$ cat src/rtl/flowctl_pkg.sv
package flowctl_pkg;

    localparam logic [2:0] FC_MANUAL = 3'b000;
    localparam logic [2:0] FC_AUTO   = 3'b001;
    localparam logic [2:0] PIN_DTR   = 3'b010;

    typedef enum logic [1:0] {
        MODE_MANUAL,
        MODE_RTS_CTS,
        MODE_DTR_DSR
    } hs_mode_e;

    typedef enum logic {
        THR_OPEN,
        THR_HOLD
    } thr_state_e;

    typedef enum logic {
        GATE_IDLE,
        GATE_BUSY
    } gate_state_e;

    typedef enum logic {
        HDX_RX,
        HDX_TX
    } hdx_state_e;

endpackage

$ cat src/rtl/fc_mode_decode.sv
module fc_mode_decode
    import flowctl_pkg::*;
(
    input  logic [2:0] flow_code,
    input  logic [2:0] pin_code,
    output hs_mode_e   mode
);

    always_comb begin
        if (flow_code != FC_AUTO)
            mode = MODE_MANUAL;
        else if (pin_code == PIN_DTR)
            mode = MODE_DTR_DSR;
        else
            mode = MODE_RTS_CTS;
    end

endmodule

$ cat src/rtl/fc_rx_throttle.sv
module fc_rx_throttle
    import flowctl_pkg::*;
#(
    parameter int LVL_W = 9
) (
    input  logic             clk,
    input  logic             rst_n,
    input  logic [LVL_W-1:0] level,
    input  logic [LVL_W-1:0] stop_th,
    input  logic [LVL_W-1:0] resume_th,
    output logic             hold
);

    thr_state_e state_q, state_d;

    always_ff @(posedge clk or negedge rst_n) begin
        if (!rst_n) state_q <= THR_OPEN;
        else        state_q <= state_d;
    end

    always_comb begin
        state_d = state_q;
        unique case (state_q)
            THR_OPEN: if (level >= stop_th)  state_d = THR_HOLD;
            THR_HOLD: if (level < resume_th) state_d = THR_OPEN;
        endcase
    end

    always_comb begin
        hold = (state_q == THR_HOLD);
    end

endmodule

$ cat src/rtl/fc_tx_gate.sv
module fc_tx_gate
    import flowctl_pkg::*;
(
    input  logic clk,
    input  logic rst_n,
    input  logic clear,
    input  logic tx_busy,
    output logic permit
);

    gate_state_e state_q, state_d;

    always_ff @(posedge clk or negedge rst_n) begin
        if (!rst_n) state_q <= GATE_IDLE;
        else        state_q <= state_d;
    end

    always_comb begin
        state_d = state_q;
        unique case (state_q)
            GATE_IDLE: if (tx_busy)  state_d = GATE_BUSY;
            GATE_BUSY: if (!tx_busy) state_d = GATE_IDLE;
        endcase
    end

    always_comb begin
        permit = (state_q == GATE_IDLE) && clear && !tx_busy;
    end

endmodule

$ cat src/rtl/fc_hdx_drive.sv
module fc_hdx_drive
    import flowctl_pkg::*;
(
    input  logic clk,
    input  logic rst_n,
    input  logic enable,
    input  logic pol,
    input  logic tx_busy,
    output logic xcvr_en
);

    hdx_state_e state_q, state_d;
    logic       tx_phase;

    always_ff @(posedge clk or negedge rst_n) begin
        if (!rst_n) state_q <= HDX_RX;
        else        state_q <= state_d;
    end

    always_comb begin
        state_d = state_q;
        unique case (state_q)
            HDX_RX: if (tx_busy)  state_d = HDX_TX;
            HDX_TX: if (!tx_busy) state_d = HDX_RX;
        endcase
    end

    always_comb begin
        tx_phase = tx_busy || (state_q == HDX_TX);
        xcvr_en  = (enable && tx_phase) ? pol : !pol;
    end

endmodule

$ cat src/rtl/uart_flow_ctl.sv
module uart_flow_ctl
    import flowctl_pkg::*;
#(
    parameter int LVL_W = 9
) (
    input  logic             clk,
    input  logic             rst_n,
    input  logic [LVL_W-1:0] rx_level,
    input  logic [LVL_W-1:0] stop_thresh,
    input  logic [LVL_W-1:0] resume_thresh,
    input  logic [3:0]       flow_ctl,
    input  logic [2:0]       pin_mode,
    input  logic             te_pol,
    input  logic             man_rts,
    input  logic             man_dtr,
    input  logic             cts_n,
    input  logic             dsr_n,
    input  logic             tx_busy,
    output logic             rts_n,
    output logic             dtr_n,
    output logic             tx_permit,
    output logic             xcvr_en
);

    localparam int HDX_BIT = 3;

    hs_mode_e mode;
    logic     hold;
    logic     clear;

    fc_mode_decode u_dec (
        .flow_code (flow_ctl[2:0]),
        .pin_code  (pin_mode),
        .mode      (mode)
    );

    fc_rx_throttle #(.LVL_W(LVL_W)) u_thr (
        .clk       (clk),
        .rst_n     (rst_n),
        .level     (rx_level),
        .stop_th   (stop_thresh),
        .resume_th (resume_thresh),
        .hold      (hold)
    );

    fc_tx_gate u_gate (
        .clk     (clk),
        .rst_n   (rst_n),
        .clear   (clear),
        .tx_busy (tx_busy),
        .permit  (tx_permit)
    );

    fc_hdx_drive u_hdx (
        .clk     (clk),
        .rst_n   (rst_n),
        .enable  (flow_ctl[HDX_BIT]),
        .pol     (te_pol),
        .tx_busy (tx_busy),
        .xcvr_en (xcvr_en)
    );

    always_comb begin
        rts_n = !man_rts;
        dtr_n = !man_dtr;
        clear = 1'b1;
        unique case (mode)
            MODE_MANUAL: ;
            MODE_RTS_CTS: begin
                rts_n = hold;
                clear = !cts_n;
            end
            MODE_DTR_DSR: begin
                dtr_n = hold;
                clear = !dsr_n;
            end
            default: ;
        endcase
    end

endmodule

$ cat config.mk
export PLATFORM = sky130hd
export DESIGN_NAME = uart_flow_ctl
export DESIGN_NICKNAME = d
export VERILOG_FILES = /design/src/rtl/flowctl_pkg.sv /design/src/rtl/fc_mode_decode.sv /design/src/rtl/fc_rx_throttle.sv /design/src/rtl/fc_tx_gate.sv /design/src/rtl/fc_hdx_drive.sv /design/src/rtl/uart_flow_ctl.sv
export SDC_FILE = /design/constraint.sdc
export NUM_CORES = 1
export LEC_CHECK = 0
export BUFFER_PORTS_ARGS = -buffer_cell sky130_fd_sc_hd__buf_2
export CORE_MARGIN = 3
export CORE_UTILIZATION = 40
export CTS_BUF_LIST = sky130_fd_sc_hd__clkbuf_2 sky130_fd_sc_hd__clkbuf_4 sky130_fd_sc_hd__clkbuf_8
export DETAILED_ROUTE_END_ITERATION = 12
export PLACE_DENSITY = 0.82
export SETUP_SLACK_MARGIN = 0.5
export SLEW_MARGIN = 20
export SYNTH_ARGS = -nofsm -noshare
export SYNTH_HDL_FRONTEND = slang
export SYNTH_SLANG_ARGS = --single-unit
$ cat constraint.sdc
create_clock -name clk -period 1.3 [get_ports clk]
set_clock_uncertainty 0.05 [all_clocks]
set_input_delay 0.195 -clock clk [delete_from_list [all_inputs] [get_ports clk]]
set_output_delay 0.195 -clock clk [all_outputs]
set_load 0.02 [all_outputs]
==> reports/qor.txt <==
worst vdd ir - 0.428 mV
max incr delay on CP - 0.33 ns
Setup violations, final - 3
WP depth - 5
leakage power - 0.585 nW
unrepaired setup endpoints after global routing - true
DR DRC count - 0
Post-Route WL - 2240 microns
Final WS setup - -0.155 ns
CP Launch Type - primary input
FP Rows - 12
Syn. warnings - 0
area leader, netlist - ha_1
CP arrival - 1.21 ns
die footprint - 0.00191 sq mm
via count - 770
drt first pass iters - 5
post-synth top area share - 0.374
Core Region - 0.00122 sq mm
Post-Place Cells - 134
RR Endpoint - u_thr.hold
most common cell in the synthesized netlist - inv_1
Clock power frac - 0.218
number of synthesized flops with an enable pin - 0
Multi-input gate area - 601 sq um
WP data required - 1.05 ns
area of the mapped netlist - 568 sq um
CTS Root Cell - clkbuf_4
Max Transition Viols Final - 0
global-route wire length before repair - 3640 microns
port bufs - 45
syn_nets - 131
proportion of layout cells with a drive suffix above 1 - 0.592
H-tree depth - 1
Synth cell types - 23
Nets - 186
TritonCTS clock tree - built
Seq cells post-synth - 2
sw power - 0.000265 W
GPL Wtd Cong - 0.765
post-route antenna net violation count - 0
HP Class - primary input to flip-flop
asr flop ratio synth - 1.00
Syn Area/Cell - 7.89 sq um
Worst slew margin - 0.805
num ports - 46
Die Span X - 43.7 microns
Setup Slack @ Placement - -0.224 ns
Period Utilization, post-route - 1.12
Max clock buf depth - 2
flop2flop setup slack - 0.02 ns
total CTS buffers - 3
CP Max Fanout - 2
Setup CP Type - primary input to primary output
total gr overflow - 0
vias per inst - 5.50
Clock Sinks - 2
Final Non-Filler Cells - 140
most frequent cells after synthesis - inv_1 (20), ha_1 (17), o21ai_0 (4)
status - finished, violations left
register area share after synthesis - 0.0881
worst path cell trace - buf_6 -> nor3b_4 -> mux2_4 -> a211oi_4 -> buf_6
Detail Placement HPWL - 1500 microns
area grow syn2layout - 91.9%
Buf/Inv on CP - 2
insertion delay to the later sink of the worst-skew pair - 0.24 ns
CP Launch Point - pin_mode[0]
fillers - 60
1st-iter DRT viols - 22
number of global-route vias before repair - 847
Post-synth top flop - dfrtp_1
P_int - 0.000428 W
Fmax achieved - 687 MHz
Critical R2R Launch - u_thr.hold
Final Hold Viols - 0
WL/cell - 16.0 microns
antenna violations before repair - 0
DIE HEIGHT - 43.7 microns
crit path capture type - primary output
worst slew pin tran - 0.292 ns
CP endpoint - tx_permit
Comb power frac - 0.623
Mapped Cells - 72
Worst path slowest cell - mux2_4
Sequential Power Share - 0.159
register area - 51.3 sq um
Max Cap Violations - 0
failing checks - setup timing
Sw Share - 0.382
kind of cell adding the most delay to the critical path - multiplexers
pwr dens - 635 mW/mm^2
GRT Util Overall - 0.266
Tmin final - 1.45 ns
Reg clk slew, reported paths - 0.03 ns
WHS - 0.0935 ns
most frequent cell on the critical path - buf_6
largest net degree at the start of global routing - 4
initial core utilization - 0.467
Synth area leaders - ha_1 (37%), inv_1 (13%), dfrtp_1 (8.8%)
R2R depth - 4
[placed cells by master, fill, tap and decap left out, drive strengths merged, types with 2 or more instances in the layout]
| cell | netlist | routed |
|---|---|---|
| nor2 | 2 | 2 |
| a211oi | 2 | 2 |
| o21ai | 5 | 5 |
| nand2b | 2 | 2 |
| dfrtp | 2 | 2 |
| ha | 17 | 17 |
| clkbuf | 0 | 3 |
| a21oi | 2 | 2 |
| buf | 0 | 49 |
| a21o | 3 | 3 |
| nor3b | 3 | 3 |
| inv | 20 | 20 |
| nand4 | 3 | 3 |
[flip-flops by register name, indices dropped and copies added, names as in the netlist]
signal,count
u_gate.state_q,1
u_thr.hold,1
[layer usage]
layer	track usage	share of wire
met5	0	0
met3	0.0332	0.051
met1	0.254	0.34
met4	0.145	0.038
met2	0.529	0.57
[per-stage QoR]
stage	setup TNS, ns	area [sq um]	util	power (W)
6_report	-0.303	1090	0.896	0.000692
2_1_floorplan	-0.0211	694	-	0.000294
5_1_grt	-0.455	1090	0.894	0.000732
4_1_cts	-0.253	1090	0.893	0.000664
3_3_place_gp	-0.462	960	0.789	0.000413
3_5_place_dp	-0.537	960	0.789	0.000425
[cell families after synthesis]
logic type,Yosys count,synth area share
AND/OR/NAND/NOR,13,0.141
adder cells (fa/ha/maj),17,0.374
buffers and inverters,20,0.132
XOR/XNOR,1,0.0154
multiplexers,2,0.0374
AO/OA/AOI/OAI,17,0.211
flip-flops,2,0.0881
[timing repair]
item | in CTS | in global routing
setup endpoints to repair | 5 | 5
setup buffers | 1 | 0
resized for setup | 19 | 1
pin swaps | 6 | 3
endpoints found under the hold margin | 2 | 0
hold buffers | 1 | 0
[cell type report]
cell class	count	area share
Antenna cell	1	0.00230
Inverter	20	0.0712
Sequential cell	2	0.0471
Clock buffer	3	0.0207
Multi-Input combinational cell	50	0.551
Tap cell	14	0.0161
Timing Repair Buffer	50	0.292
[power by group through the flow]
stage          registers, W  logic, W  clock network, W
6_report           0.000110  0.000432          0.000151
5_1_grt            0.000114  0.000466          0.000151
4_1_cts            0.000107  0.000412          0.000145
3_5_place_dp       0.000101  0.000325                 0
3_3_place_gp       0.000101  0.000312                 0
2_1_floorplan     0.0000973  0.000196                 0
[worst register-to-register path, cell delays in order (launching register included)]
cell	delay [ns]
dfrtp_2	0.43
buf_6	0.13
a2111oi_4	0.25
o21ai_1	0.13
o22a_1	0.18
[worst min path at each step]
| stage | slack [ns] | end | depth (start not counted) | from |
|---|---|---|---|---|
| 2_1_floorplan | -0.15 | u_gate.state_q | 0 | rst_n |
| 3_3_place_gp | -0.07 | u_gate.state_q | 1 | rst_n |
| 3_5_place_dp | -0.07 | u_thr.hold | 1 | rst_n |
| 4_1_cts | 0.09 | u_gate.state_q | 1 | tx_busy |
| 5_1_grt | 0.1 | u_gate.state_q | 1 | tx_busy |
| 6_report | 0.09 | u_gate.state_q | 1 | tx_busy |
(Power assumes the default switching activity.)
